$ cat config.mk
export PLATFORM = sky130hd
export DESIGN_NAME = nvw_poll_gate
export DESIGN_NICKNAME = d
export VERILOG_FILES = /design/src/rtl/nvw_pkg.sv /design/src/rtl/nvw_rst_sync.sv /design/src/rtl/nvw_addr_match.sv /design/src/rtl/nvw_seq_ctl.sv /design/src/rtl/nvw_busy_timer.sv /design/src/rtl/nvw_poll_gate.sv
export SDC_FILE = /design/constraint.sdc
export NUM_CORES = 1
export LEC_CHECK = 0
export ABC_AREA = 1
export ABC_CLOCK_PERIOD_IN_PS = 2200
export BUFFER_PORTS_ARGS = -buffer_cell sky130_fd_sc_hd__buf_2
export CAP_MARGIN = 20
export CORE_MARGIN = 4
export CORE_UTILIZATION = 56
export DETAILED_ROUTE_END_ITERATION = 12
export HOLD_SLACK_MARGIN = 0.05
export PLACE_DENSITY = 0.79
export SLEW_MARGIN = 10
export SYNTH_ARGS = -nofsm -noshare
export SYNTH_HDL_FRONTEND = slang
export SYNTH_SLANG_ARGS = --single-unit
$ cat constraint.sdc
create_clock -name clk -period 2.2 [get_ports clk]
set_clock_uncertainty 0.2 [all_clocks]
set_input_delay 0.44 -clock clk [delete_from_list [all_inputs] [get_ports clk]]
set_output_delay 0.44 -clock clk [all_outputs]
set_load 0.03 [all_outputs]
$ cat src/rtl/nvw_pkg.sv
`timescale 1ns/1ps
package nvw_pkg;
  localparam int ADDR_BYTE_W = 8;
  localparam int DEV_W       = ADDR_BYTE_W - 1;

  typedef enum logic {
    NVK_WIPER = 1'b0,
    NVK_CTRL  = 1'b1
  } nv_kind_e;

  typedef enum logic [1:0] {
    SQ_IDLE  = 2'd0,
    SQ_WSEL  = 2'd1,
    SQ_ARMED = 2'd2
  } seq_st_e;
endpackage

$ cat src/rtl/nvw_rst_sync.sv
`timescale 1ns/1ps
module nvw_rst_sync #(
  parameter int STAGES = 2
) (
  input  logic clk,
  input  logic rst_n,
  output logic rst_sync_n
);
  logic [STAGES-1:0] sh_q;

  always_ff @(posedge clk or negedge rst_n) begin
    if (!rst_n) sh_q <= '0;
    else        sh_q <= {sh_q[STAGES-2:0], 1'b1};
  end

  assign rst_sync_n = sh_q[STAGES-1];
endmodule

$ cat src/rtl/nvw_addr_match.sv
`timescale 1ns/1ps
module nvw_addr_match
  import nvw_pkg::*;
#(
  parameter logic [DEV_W-1:0] DEV_ID  = 7'h2C,
  parameter logic [DEV_W-1:0] ID_MASK = 7'h7F
) (
  input  logic [ADDR_BYTE_W-1:0] addr_byte,
  output logic                   hit
);
  logic [DEV_W-1:0] bit_ok;

  // One comparator per device-field bit; masked-off bits always agree.
  for (genvar i = 0; i < DEV_W; i++) begin : g_bit
    assign bit_ok[i] = ~ID_MASK[i] | (addr_byte[i+1] == DEV_ID[i]);
  end

  assign hit = &bit_ok;
endmodule

$ cat src/rtl/nvw_seq_ctl.sv
`timescale 1ns/1ps
module nvw_seq_ctl
  import nvw_pkg::*;
#(
  parameter int TGT_W  = 2,
  parameter int DATA_W = 8
) (
  input  logic              clk,
  input  logic              rst_n,
  input  logic              start,
  input  logic              stop,
  input  logic              addr_vld,
  input  logic              addr_hit,
  input  logic              addr_rw,
  input  logic              wr_vld,
  input  logic              wr_kind,
  input  logic [TGT_W-1:0]  wr_tgt,
  input  logic [DATA_W-1:0] wr_data,
  input  logic              busy,
  output logic              fire,
  output logic              fire_kind,
  output logic [TGT_W-1:0]  fire_tgt,
  output logic [DATA_W-1:0] fire_data
);
  seq_st_e           state_q, state_d;
  nv_kind_e          kind_q;
  logic [TGT_W-1:0]  tgt_q;
  logic [DATA_W-1:0] data_q;
  logic              cap_en;

  // Next state: START and STOP always close the transaction.
  always_comb begin
    state_d = state_q;
    cap_en  = 1'b0;
    if (start) begin
      state_d = SQ_IDLE;
    end else if (stop) begin
      state_d = SQ_IDLE;
    end else if (addr_vld) begin
      state_d = (addr_hit && !busy && !addr_rw) ? SQ_WSEL : SQ_IDLE;
    end else if (wr_vld && !busy && (state_q != SQ_IDLE)) begin
      state_d = SQ_ARMED;
      cap_en  = 1'b1;
    end
  end

  always_ff @(posedge clk or negedge rst_n) begin
    if (!rst_n) state_q <= SQ_IDLE;
    else        state_q <= state_d;
  end

  always_ff @(posedge clk or negedge rst_n) begin
    if (!rst_n) begin
      kind_q <= NVK_WIPER;
      tgt_q  <= '0;
      data_q <= '0;
    end else if (cap_en) begin
      kind_q <= nv_kind_e'(wr_kind);
      tgt_q  <= wr_tgt;
      data_q <= wr_data;
    end
  end

  assign fire      = stop && !start && (state_q == SQ_ARMED) && !busy;
  assign fire_kind = kind_q;
  assign fire_tgt  = tgt_q;
  assign fire_data = data_q;

  // START drops any armed write.
  p_start_abort_r9: assert property (@(posedge clk) disable iff (!rst_n)
    start |=> (state_q == SQ_IDLE));

  // nothing can be armed while the programming interval runs.
  p_busy_no_arm_r7: assert property (@(posedge clk) disable iff (!rst_n)
    (busy && (state_q != SQ_ARMED)) |=> (state_q != SQ_ARMED));

  // a read-direction address never leads to a write selection.
  p_read_no_sel_r7: assert property (@(posedge clk) disable iff (!rst_n)
    (addr_vld && !start && !stop && addr_rw) |=> (state_q == SQ_IDLE));
endmodule

$ cat src/rtl/nvw_busy_timer.sv
`timescale 1ns/1ps
module nvw_busy_timer #(
  parameter int BUSY_CYC = 1_000_000
) (
  input  logic clk,
  input  logic rst_n,
  input  logic load,
  output logic busy
);
  localparam int CNT_W = (BUSY_CYC > 1) ? $clog2(BUSY_CYC) : 1;
  localparam logic [CNT_W-1:0] LOAD_VAL = CNT_W'(BUSY_CYC - 1);

  logic [CNT_W-1:0] cnt_q, cnt_d;
  logic             busy_q, busy_d;
  logic             upd;

  always_comb begin
    busy_d = busy_q;
    cnt_d  = cnt_q;
    if (load) begin
      busy_d = 1'b1;
      cnt_d  = LOAD_VAL;
    end else if (busy_q) begin
      if (cnt_q == '0) busy_d = 1'b0;
      else             cnt_d  = cnt_q - 1'b1;
    end
  end

  assign upd = load | busy_q;

  always_ff @(posedge clk or negedge rst_n) begin
    if (!rst_n) begin
      busy_q <= 1'b0;
      cnt_q  <= '0;
    end else if (upd) begin
      busy_q <= busy_d;
      cnt_q  <= cnt_d;
    end
  end

  assign busy = busy_q;

  // a load opens the interval with the full count.
  p_load_opens_r1: assert property (@(posedge clk) disable iff (!rst_n)
    load |=> (busy_q && (cnt_q == LOAD_VAL)));

  // the interval holds while count remains and ends when it is spent.
  p_hold_r2: assert property (@(posedge clk) disable iff (!rst_n)
    (busy_q && (cnt_q != '0) && !load) |=> busy_q);
  p_end_r2: assert property (@(posedge clk) disable iff (!rst_n)
    (busy_q && (cnt_q == '0) && !load) |=> !busy_q);

  // no second load while a cycle is running.
  p_no_reload_r7: assert property (@(posedge clk) disable iff (!rst_n)
    busy_q |-> !load);
endmodule

$ cat src/rtl/nvw_poll_gate.sv
`timescale 1ns/1ps
module nvw_poll_gate
  import nvw_pkg::*;
#(
  parameter logic [DEV_W-1:0] DEV_ID   = 7'h2C,
  parameter logic [DEV_W-1:0] ID_MASK  = 7'h7F,
  parameter int               BUSY_CYC = 1_000_000,
  parameter int               TGT_W    = 2,
  parameter int               DATA_W   = 8
) (
  input  logic                   clk,
  input  logic                   rst_n,
  input  logic                   start_i,
  input  logic                   stop_i,
  input  logic                   addr_vld_i,
  input  logic [ADDR_BYTE_W-1:0] addr_byte_i,
  input  logic                   wr_vld_i,
  input  logic                   wr_kind_i,
  input  logic [TGT_W-1:0]       wr_tgt_i,
  input  logic [DATA_W-1:0]      wr_data_i,
  output logic                   ack_vld_o,
  output logic                   ack_o,
  output logic                   busy_o,
  output logic                   commit_o,
  output logic                   commit_kind_o,
  output logic [TGT_W-1:0]       commit_tgt_o,
  output logic [DATA_W-1:0]      commit_data_o
);
  logic              rst_s_n;
  logic              hit;
  logic              busy;
  logic              fire;
  logic              fire_kind;
  logic [TGT_W-1:0]  fire_tgt;
  logic [DATA_W-1:0] fire_data;

  logic              ack_vld_q, ack_vld_d, ack_q, ack_d;
  logic              com_q, com_d;
  logic              ckind_q;
  logic [TGT_W-1:0]  ctgt_q;
  logic [DATA_W-1:0] cdata_q;

  nvw_rst_sync #(.STAGES(2)) u_rst (
    .clk        (clk),
    .rst_n      (rst_n),
    .rst_sync_n (rst_s_n)
  );

  nvw_addr_match #(.DEV_ID(DEV_ID), .ID_MASK(ID_MASK)) u_match (
    .addr_byte (addr_byte_i),
    .hit       (hit)
  );

  nvw_seq_ctl #(.TGT_W(TGT_W), .DATA_W(DATA_W)) u_seq (
    .clk       (clk),
    .rst_n     (rst_s_n),
    .start     (start_i),
    .stop      (stop_i),
    .addr_vld  (addr_vld_i),
    .addr_hit  (hit),
    .addr_rw   (addr_byte_i[0]),
    .wr_vld    (wr_vld_i),
    .wr_kind   (wr_kind_i),
    .wr_tgt    (wr_tgt_i),
    .wr_data   (wr_data_i),
    .busy      (busy),
    .fire      (fire),
    .fire_kind (fire_kind),
    .fire_tgt  (fire_tgt),
    .fire_data (fire_data)
  );

  nvw_busy_timer #(.BUSY_CYC(BUSY_CYC)) u_timer (
    .clk   (clk),
    .rst_n (rst_s_n),
    .load  (fire),
    .busy  (busy)
  );

  // Acknowledge decision: device field match and not programming.
  always_comb begin
    ack_vld_d = addr_vld_i;
    ack_d     = addr_vld_i & hit & ~busy;
    com_d     = fire;
  end

  always_ff @(posedge clk or negedge rst_s_n) begin
    if (!rst_s_n) begin
      ack_vld_q <= 1'b0;
      ack_q     <= 1'b0;
      com_q     <= 1'b0;
    end else begin
      ack_vld_q <= ack_vld_d;
      ack_q     <= ack_d;
      com_q     <= com_d;
    end
  end

  always_ff @(posedge clk or negedge rst_s_n) begin
    if (!rst_s_n) begin
      ckind_q <= 1'b0;
      ctgt_q  <= '0;
      cdata_q <= '0;
    end else if (fire) begin
      ckind_q <= fire_kind;
      ctgt_q  <= fire_tgt;
      cdata_q <= fire_data;
    end
  end

  assign ack_vld_o     = ack_vld_q;
  assign ack_o         = ack_q;
  assign busy_o        = busy;
  assign commit_o      = com_q;
  assign commit_kind_o = ckind_q;
  assign commit_tgt_o  = ctgt_q;
  assign commit_data_o = cdata_q;

  // no acknowledge while programming.
  p_busy_nack_r3: assert property (@(posedge clk) disable iff (!rst_s_n)
    (addr_vld_i && busy) |=> (ack_vld_o && !ack_o));

  // a matching address is acknowledged when idle.
  p_idle_ack_r4: assert property (@(posedge clk) disable iff (!rst_s_n)
    (addr_vld_i && hit && !busy) |=> (ack_vld_o && ack_o));

  // for a match, only the busy state decides; the direction bit is not involved.
  p_rw_free_r5: assert property (@(posedge clk) disable iff (!rst_s_n)
    (addr_vld_i && hit) |=> (ack_o == !$past(busy_o)));

  // a mismatching device field is never acknowledged.
  p_miss_nack_r6: assert property (@(posedge clk) disable iff (!rst_s_n)
    (addr_vld_i && !hit) |=> !ack_o);

  // a commit only follows a STOP and coincides with the start of busy.
  p_fire_on_stop_r1: assert property (@(posedge clk) disable iff (!rst_s_n)
    fire |-> stop_i);
  p_commit_busy_r1: assert property (@(posedge clk) disable iff (!rst_s_n)
    commit_o |-> $rose(busy_o));

  // the commit strobe lasts one cycle.
  p_commit_pulse_r11: assert property (@(posedge clk) disable iff (!rst_s_n)
    commit_o |=> !commit_o);
endmodule

==> results of run 1 <==
## cell type report
cell class	count	area, µm²	share of cell area [%]
Clock buffer	5	68.8	2.34
Clock inverter	3	43.8	1.49
Inverter	35	131	4.47
Multi-Input combinational cell	239	1120	38.1
Sequential cell	50	1250	42.6
Tap cell	52	65.1	2.21
Timing Repair Buffer	45	258	8.77
## synth_stat cells
library cell	instances
or2_0	1
a21oi_1	7
inv_1	33
nor2_4	1
inv_2	2
nand2_2	4
buf_2	8
o21ai_2	7
nand3_2	1
conb_1	1
nor2_1	45
xor2_1	3
nor3b_1	1
nand3_1	37
xnor2_1	2
ha_1	2
o21ai_1	11
dfrtp_1	50
buf_6	2
buf_4	1
nand2_4	2
o211a_1	1
nor2_2	4
nor3_1	3
nand2_1	102
nand4_1	4
## cell usage in the layout (no fill, tap or decap)
cell             n
nand3_2          1
nand2_4          2
dlygate4sd3_1    2
o21ai_1         11
nor2_1          45
nand2_2          4
xnor2_1          2
buf_4            3
bufinv_16        1
dfrtp_1         49
inv_2            2
clkbuf_8         5
dfrtp_2          1
inv_6            1
or2_0            1
nand4_1          4
nor3b_1          1
o211a_1          1
nor3_1           3
nand3_1         37
buf_12           1
nor2_4           1
a21oi_1          7
clkinv_2         1
conb_1           1
buf_2           39
o21ai_2          7
nor2_2           4
inv_1           33
nand2_1        102
xor2_1           3
ha_1             2
## state kept, by name (all words and copies together), names as in the netlist, 2 cells and up
| register | cells |
|---|---|
| u_seq.fire_tgt | 2 |
| u_timer.cnt_q | 20 |
| commit_data_o | 8 |
| u_rst.sh_q | 2 |
| u_seq.state_q | 2 |
| commit_tgt_o | 2 |
| u_seq.fire_data | 8 |
## kinds of logic (layout without fill, tap and decap cells)
logic type / count (synthesis) / in the layout / synth area share [%]
and+or+nand+nor: 205 / 205 / 34.4
adders and majority gates: 2 / 2 / 0.973
DFF: 50 / 50 / 48.7
buffers and inverters: 46 / 88 / 7.83
xor gates and xnor gates: 5 / 5 / 1.70
other: 1 / 1 / 0.146
AOI/OAI and AO/OA: 26 / 26 / 6.28
## worst max-delay path, cell delays in order (launching register included)
cell	delay, ns
dfrtp_1	0.40
inv_1	0.12
ha_1	0.17
nand2_1	0.05
nor3_1	0.20
nand3_2	0.11
nand2_4	0.19
nand2_4	0.22
nand2_1	0.14
nand2_1	0.06
## timing repair
item / CTS / global route
gates resized for setup: 0 / 0
hold buffers: 2 / 0
hold endpoints to repair: 21 / 0
## final timing paths
path,to,startpoint,cells past startpoint,slack [ns]
setup / recovery,u_timer.cnt_q[19],u_timer.cnt_q[1],9,0.24
hold / removal,commit_kind_o,u_rst.sh_q[1],1,0.05
setup reg to reg,u_timer.cnt_q[19],u_timer.cnt_q[1],9,0.24
hold reg to reg,commit_kind_o,u_rst.sh_q[1],1,0.05
max in group asynchronous,u_timer.cnt_q[5],u_rst.sh_q[1],1,0.50
min in group clk,ack_vld_o,addr_vld_i,1,0.08
## stage by stage
step                      instances  util [%]  total power (W)
after floorplan                 335         -         0.000960
after global placement          419      63.5         0.000990
after detailed placement        419      63.5         0.000992
after CTS                       429      66.6          0.00164
after global routing            429      66.6          0.00168
final                           429      66.6          0.00161
## where the power goes
group | total (W) | switching [W] | leakage [nW] | internal [W]
clock network | 0.000639 | 0.000298 | 0.0585 | 0.000341
logic | 0.0000524 | 0.0000300 | 0.964 | 0.0000224
registers | 0.000923 | 0.00000154 | 0.577 | 0.000921
## metal layers
metal | global-route usage (%) | part of all wire [%] | up-vias | wire [µm]
li1 | - | - | 1128 | -
met1 | 26.3 | 44 | 1020 | 2360
met2 | 37.5 | 51 | 44 | 2750
met3 | 4.49 | 3.9 | 7 | 210
met4 | 6.02 | 1.1 | 0 | 59
met5 | 0 | 0 | - | 0
==> metrics.md, run 1 <==
| Metric | Value |
|---|---|
| Status | complete, no violations |
| Max Fclk | 0.510 GHz |
| Die Ht | 75.8 µm |
| Synthesis-stage register bit count | 50 |
| Top-area cell type share of the netlist area | 48.7% |
| CTS Buf Count | 5 |
| Initial antenna violation count | 0 |
| Ant diodes | 0 |
| Final setup margin | 0.238 ns |
| Post-Syn Area per Cell | 7.68 µm² |
| Fraction of layout cells with a size suffix above 1 | 19.4% |
| Root buf cell | clkbuf_8 |
| Die ar. | 5740 µm² |
| Worst setup EP type | flip-flop |
| Die W | 75.8 µm |
| Ports | 40 |
| Synth Warn # | 0 |
| Max Cap Viol | 0 |
| RSZ-0062 raised after global routing | no |
| Worst EP required | 2.19 ns |
| PortBufs | 39 |
| P&R area growth vs syn | 14.3% |
| Worst-Margin Slew | 0.859 ns |
| WL/cell | 12.5 µm |
| Vias after detailed routing | 2199 |
| DRT Pass-1 Iters | 4 |
| GRT overflow | 0 |
| Post-CTS Setup Inserts | 0 |
| Syn Nets | 362 |
| Cells after Synth | 335 |
| First-pass GRT wire length | 9350 µm |
| H-tree levels | 2 |
| Initial DRC Count | 131 |
| Pre-CTS setup slack | 0.255 ns |
| Routed WL | 5380 µm |
| Endpoints failing hold | 0 |
| Vias in the first global route | 2162 |
| Distinct cells, synth | 26 |
| Design area | 2940 µm² |
| Detail Placement HPWL | 3960 µm |
| Fin crit share | 89.2% |
| Clock transition at the registers of the reported paths | 0.09 ns |
| CP Class | flip-flop to flip-flop |
| DR DRC count | 0 |
| Crit start category | flip-flop |
| WP data arrival | 1.96 ns |
| Largest net degree at the start of global routing | 48 |
| Worst Hold Class | flip-flop to async pin |
| Leakage | 1.60 nW |
| Initial core utilization | 58.2% |
| Slew headroom | 42.5% |
| Antenna Violating Nets Remaining | 0 |
| Max IR drop VDD | 0.413 mV |
| Critical path fanouts, max | 23 |
| Top post-synthesis cells by area | dfrtp_1, nand2_1, nand3_1 |
| Post-layout minimum cycle time | 1.96 ns |
| Nets | 403 |
| Placer's final routability congestion estimate | 0.877 |
| Final Max Tran Viols | 0 |
| Average via count per standard cell | 5.13 |
| Fillers | 386 |
| Total power density per cell area | 549 nW/µm² |
| Cell Area, Placed | 2810 µm² |
| Final setup viols | 0 |
| GRT Total Usage | 21.3% |
| Final Hold Slack | 0.0460 ns |
| Core area | 4410 µm² |
| Num rows | 24 |
| Mapped cell area | 2570 µm² |
| CTS tree | built |
| Clock buffer depth | 2 |
| Sinks on Clock Net | 50 |
| Worst-Skew Late Latency | 0.30 ns |
| Setup TNS | 0 ns |
| Post-synthesis sequential area ratio | 48.7% |
| Synth area leader | dfrtp_1 |
Note: power is estimated with default switching activity, not from simulation.
==> run 2: changes to the inputs <==
- PLACE_DENSITY: 0.79 -> 0.76
- SKIP_CTS_REPAIR_TIMING: unset -> 1
==> run 2 against run 1 <==
Register-to-register slack hardly changed. Sequential power hardly changed. Critical endpoint is now u_timer.cnt_q[5]. Critical path depth stayed put. Count of clock-buffer cells in the layout stayed put. Utilization is 0.23 points higher. Sequential share of layout area is 0.14 points lower. Final area is 0.34% higher. Wire length is 1.7% lower.
==> metrics.md, run 2 (synthesis gave the netlist of run 1 again) <==
| Metric | Value |
|---|---|
| Status | complete, no violations |
| PortBufs | 39 (unchanged) |
| Ports | 40 (unchanged) |
| Crit-path cells | inv_2 -> ha_1 -> nand2_1 -> nor3_1 -> nand3_2 -> nand2_4 -> nand2_4 -> o21ai_2 -> nand2_1 |
| Placer's final routability congestion estimate | 0.886 (+0.95%) |
| RSZ-0062 raised after global routing | no |
| Start of the worst register-to-register path | u_timer.cnt_q[0] |
| GRT overflow | 0 (unchanged) |
| Final Max Tran Viols | 0 (unchanged) |
| Clock transition at the registers of the reported paths | 0.10 ns (about the same) |
| Worst-Margin Slew | 0.648 ns (-0.211 ns) |
| Vias in the first global route | 1947 (-9.9%) |
| DR DRC count | 0 (unchanged) |
| H-tree levels | 2 (unchanged) |
| Crit path max-delay family | simple AND/OR/NAND/NOR gates |
| Design area | 2950 µm² (+0.34%) |
| Root buf cell | clkbuf_8 |
| R2r endpoint | u_timer.cnt_q[5] |
| Antenna Violating Nets Remaining | 0 (unchanged) |
| Clock buffer depth | 2 (unchanged) |
| Most frequent cells in the layout | nand2_1, dfrtp_1, nor2_1, buf_2, nand3_1 |
| Worst EP required | 2.20 ns (about the same) |
| Largest net degree at the start of global routing | 33 (-31%) |
| Max Cap Viol | 0 (unchanged) |
| Post-layout minimum cycle time | 1.98 ns (+0.0134 ns) |
| Total power density per cell area | 557 nW/µm² (+1.4%) |
| Detail Placement HPWL | 3730 µm (-5.6%) |
| Crit start category | flip-flop |
| Fillers | 384 (-0.52%) |
| Nets | 404 (+0.25%) |
| Worst setup EP type | flip-flop |
| Critical path fanouts, max | 23 (unchanged) |
| Initial core utilization | 58.2% (unchanged) |
| Leakage | 1.60 nW (+0.10%) |
| Initial DRC Count | 89 (-32%) |
| Largest register FFs | 20 (unchanged) |
| Endpoints failing hold | 0 (unchanged) |
| Cell Count, Final, Fillers Out | 430 (+0.23%) |
| Critical path buffer and inverter count | 1 (unchanged) |
| First-pass GRT wire length | 8890 µm (-4.9%) |
| Worst Hold Class | flip-flop to async pin |
| CTS Buf Count | 5 (unchanged) |
| Commonest non-fill, non-tap cell in the layout | nand2_1 |
| Die Ht | 75.8 µm (unchanged) |
| Fin crit share | 89.8% (+0.61 points) |
| Routed WL | 5290 µm (-1.7%) |
| Most flops, register | u_timer.cnt_q |
| Post-layout util | 66.8% (+0.23 points) |
| DRT Pass-1 Iters | 4 (unchanged) |
| P&R area growth vs syn | 14.6% |
| Vias after detailed routing | 2141 (-2.6%) |
| CTS tree | built |
| CP max stage delay | 0.41 ns (about the same) |
| Die W | 75.8 µm (unchanged) |
| Final setup viols | 0 (unchanged) |
| Placed insts | 419 (unchanged) |
| Setup TNS | 0 ns (unchanged) |
| Sinks on Clock Net | 50 (unchanged) |
| Pre-CTS setup slack | 0.255 ns (-0.000137 ns) |
| Fraction of layout cells with a size suffix above 1 | 19.3% (-0.051 points) |
| Max IR drop VDD | 0.450 mV (+8.8%) |
| WL/cell | 12.3 µm (-1.9%) |
| Crit-path slowest cell | dfrtp_1 |
| Average via count per standard cell | 4.98 (-2.9%) |
| Core area | 4410 µm² (unchanged) |
| R2R setup slack | 0.22 ns (about the same) |
| Worst-Skew Late Latency | 0.31 ns (about the same) |
| Final setup margin | 0.224 ns (-0.0134 ns) |
| Initial antenna violation count | 0 (unchanged) |
| Worst reg-to-reg path cell count | 9 (unchanged) |
| GRT Total Usage | 20.4% (-0.93 points) |
| Cell Area, Placed | 2810 µm² (unchanged) |
| WP data arrival | 1.97 ns (about the same) |
| Die ar. | 5740 µm² (unchanged) |
| Ant diodes | 0 (unchanged) |
| Num rows | 24 (unchanged) |
| Max Fclk | 0.506 GHz (-0.68%) |
| CP Class | flip-flop to flip-flop |
| Slew headroom | 56.6% (+14 points) |
## run 2: worst max-delay path by stage
stage                     start           endpoint  slack [ns]  cells past startpoint
6_report       u_timer.cnt_q[0]   u_timer.cnt_q[5]        0.22                      9
5_1_grt        u_timer.cnt_q[1]  u_timer.cnt_q[13]        0.05                      9
4_1_cts        u_timer.cnt_q[0]   u_timer.cnt_q[2]        0.21                      9
3_5_place_dp   u_timer.cnt_q[0]   u_timer.cnt_q[2]        0.25                      9
3_3_place_gp             stop_i  u_timer.cnt_q[17]        0.26                      8
2_1_floorplan     u_rst.sh_q[1]              ack_o        0.51                      0
## run 2: layer usage
metal / GRT usage [%] / wire, µm / vias to the layer above
li1: - / - / 1125
met1: 29.1 / 2510 / 972
met5: 0 / 0 / -
met2: 31.3 / 2500 / 38
met4: 6.21 / 64 / 0
met3: 4.09 / 209 / 6
## run 2: power by group
group          switching [W]  leakage (nW)  internal, W
Clock               0.000323        0.0585     0.000341
Combinational      0.0000292         0.966    0.0000249
Sequential        0.00000180         0.577     0.000921
## run 2: final cells by class
class                      instances  area, µm²  share of cell area [%]
inverter                          35        131                    4.46
sequential                        50       1250                    42.5
multi-input combinational        239       1120                    37.9
clock buffer                       5       68.8                    2.33
timing repair buffer              46        268                    9.08
clock inverter                     3       43.8                    1.49
tap                               52       65.1                    2.21
## run 2: through the flow
step | total power, W | hold WS, ns
final | 0.00164 | 0.0472
after global routing | 0.00170 | 0.0524
after CTS | 0.00164 | -0.306
after detailed placement | 0.000992 | 0.0131
after global placement | 0.000991 | 0.0111
after floorplan | 0.000960 | -0.0556
## run 2: worst register-to-register path: stages, from the launching register on
cell     delay, ns
dfrtp_1       0.41
inv_2         0.11
ha_1          0.16
nand2_1       0.05
nor3_1        0.20
nand3_2       0.12
nand2_4       0.19
nand2_4       0.22
o21ai_2       0.15
nand2_1       0.07
==> run 3: changes to the inputs <==
- PLACE_DENSITY: 0.76 -> unset
- PLACE_DENSITY_LB_ADDON: unset -> 0.3
- SKIP_CTS_REPAIR_TIMING: 1 -> unset
==> run 3 against run 2 <==
Combinational power decreased by 4.1%. Critical path type unchanged. Final cell count unchanged. Fmax increased by 1.4%. Highest routed layer unchanged. Critical endpoint is now u_timer.cnt_q[2]. Via count increased by 4.1%. Sequential power about the same.
==> metrics.md, run 3 (synthesis gave the netlist of run 1 again) <==
| Metric | Value |
|---|---|
| Status | complete, no violations |
| GRT Total Usage | 20.7% (+0.31 points) |
| Endpoints failing hold | 0 (unchanged) |
| Routed WL | 5220 µm (-1.3%) |
| Crit start category | flip-flop |
| Cell Area, Placed | 2800 µm² (-0.18%) |
| GRT overflow | 0 (unchanged) |
| WP data arrival | 1.93 ns (-0.04 ns) |
| Critical path fanouts, max | 23 (unchanged) |
| H-tree levels | 2 (unchanged) |
| Average via count per standard cell | 5.18 (+4.1%) |
| DRT Pass-1 Iters | 6 (+2) |
| Largest register FFs | 20 (unchanged) |
| Max Cap Viol | 0 (unchanged) |
| Initial core utilization | 58.2% (unchanged) |
| Fin crit share | 88.5% (-1.3 points) |
| Largest net degree at the start of global routing | 26 (-21%) |
| Die Ht | 75.8 µm (unchanged) |
| Ports | 40 (unchanged) |
| Max IR drop VDD | 0.469 mV (+4.2%) |
| RSZ-0062 raised after global routing | no |
| Die ar. | 5740 µm² (unchanged) |
| First-pass GRT wire length | 9310 µm (+4.7%) |
| Pwr Total | 0.00154 W (-6.5%) |
| P&R area growth vs syn | 13.5% |
| Worst setup EP type | flip-flop |
| Most flops, register | u_timer.cnt_q |
| Max Fclk | 0.513 GHz (+1.4%) |
| Worst Hold Class | flip-flop to async pin |
| Worst-Skew Late Latency | 0.29 ns (-0.02 ns) |
| Slew headroom | 46.0% (-11 points) |
| Die W | 75.8 µm (unchanged) |
| Root buf cell | clkbuf_8 |
| Clock transition at the registers of the reported paths | 0.09 ns (about the same) |
| Leakage | 1.59 nW (-0.92%) |
| Pre-CTS setup slack | 0.266 ns (+0.0113 ns) |
| Commonest non-fill, non-tap cell in the layout | nand2_1 |
| CP Class | flip-flop to flip-flop |
| Post-layout minimum cycle time | 1.95 ns (-0.0277 ns) |
| Sinks on Clock Net | 50 (unchanged) |
| Worst-Margin Slew | 0.807 ns (+0.158 ns) |
| Clock buffer depth | 2 (unchanged) |
| Total power density per cell area | 526 nW/µm² (-5.5%) |
| PortBufs | 39 (unchanged) |
| Ant diodes | 0 (unchanged) |
| Cell Count, Final, Fillers Out | 430 (unchanged) |
| Placed insts | 420 (+0.24%) |
| CTS Buf Count | 5 (unchanged) |
| Setup TNS | 0 ns (unchanged) |
| Final setup margin | 0.252 ns (+0.0277 ns) |
| Placer's final routability congestion estimate | 0.936 (+5.6%) |
| Worst EP required | 2.18 ns (-0.02 ns) |
| Fraction of layout cells with a size suffix above 1 | 19.6% (+0.26 points) |
| Vias after detailed routing | 2229 (+4.1%) |
| Final Max Tran Viols | 0 (unchanged) |
| Vias in the first global route | 2203 (+13%) |
| Detail Placement HPWL | 3960 µm (+6.0%) |
| Core area | 4410 µm² (unchanged) |
| Antenna Violating Nets Remaining | 0 (unchanged) |
| Fillers | 367 (-4.4%) |
| Nets | 404 (unchanged) |
| CTS tree | built |
| Most frequent cells in the layout | nand2_1, dfrtp_1, nor2_1, buf_2, nand3_1 |
| Initial DRC Count | 131 (+47%) |
| Design area | 2920 µm² (-0.98%) |
| DR DRC count | 0 (unchanged) |
| Initial antenna violation count | 0 (unchanged) |
| Post-cts resize count | 0 |
| Final setup viols | 0 (unchanged) |
| Num rows | 24 (unchanged) |
| WL/cell | 12.1 µm (-1.3%) |
-- run 3: area by class of cell --
type / count / area, µm² / share of cell area, %
multi-input cells: 239 / 1120 / 38.3
flip-flops and latches: 50 / 1250 / 42.9
clock buffers: 6 / 82.6 / 2.83
clock inverters: 2 / 16.3 / 0.557
repair buffers: 46 / 253 / 8.66
inverters: 35 / 131 / 4.50
well taps: 52 / 65.1 / 2.23
-- run 3: final timing paths --
path / cells past startpoint / slack [ns] / to / startpoint
worst max-delay path: 9 / 0.25 / u_timer.cnt_q[2] / u_timer.cnt_q[0]
min in group clk: 1 / 0.08 / ack_vld_o / addr_vld_i
worst max register to register: 9 / 0.25 / u_timer.cnt_q[2] / u_timer.cnt_q[0]
worst min-delay path: 1 / 0.06 / u_timer.busy / u_rst.sh_q[1]
max in group asynchronous: 1 / 0.55 / u_timer.cnt_q[14] / u_rst.sh_q[1]
worst min register to register: 1 / 0.06 / u_timer.busy / u_rst.sh_q[1]
-- run 3: metrics by stage --
step / hold WS [ns] / util, %
2_1_floorplan: -0.0556 / -
3_3_place_gp: 0.0146 / 63.4
3_5_place_dp: 0.0147 / 63.4
4_1_cts: 0.0676 / 66.1
5_1_grt: 0.0673 / 66.1
6_report: 0.0608 / 66.1
-- run 3: routing by layer --
| metal | global-route usage, % | share of wire (%) | up-vias | wire length, µm |
|---|---|---|---|---|
| met5 | 0 | 0 | - | 0 |
| met1 | 26.7 | 45 | 1038 | 2370 |
| met4 | 5.44 | 1.0 | 0 | 53 |
| li1 | - | - | 1135 | - |
| met2 | 36.2 | 49 | 50 | 2570 |
| met3 | 3.03 | 4.2 | 6 | 220 |
-- run 3: report_power, final --
part | total (W) | switching [W] | internal [W]
logic | 0.0000519 | 0.0000295 | 0.0000224
registers | 0.000923 | 0.00000156 | 0.000921
clock network | 0.000561 | 0.000302 | 0.000259
-- run 3: critical path, cell delays in order, from the launching register on --
cell and delay (ns):
dfrtp_1 0.41, inv_2 0.11, ha_1 0.15, nand2_1 0.05
nor3_1 0.20, nand3_2 0.11, nand2_4 0.19, nand2_4 0.22
nand2_1 0.14, o21ai_2 0.06
-- run 3: timing repair --
action | CTS | global route
hold buffers | 2 | 0
hold endpoints to repair | 20 | 0
setup buffers | 0 | 0
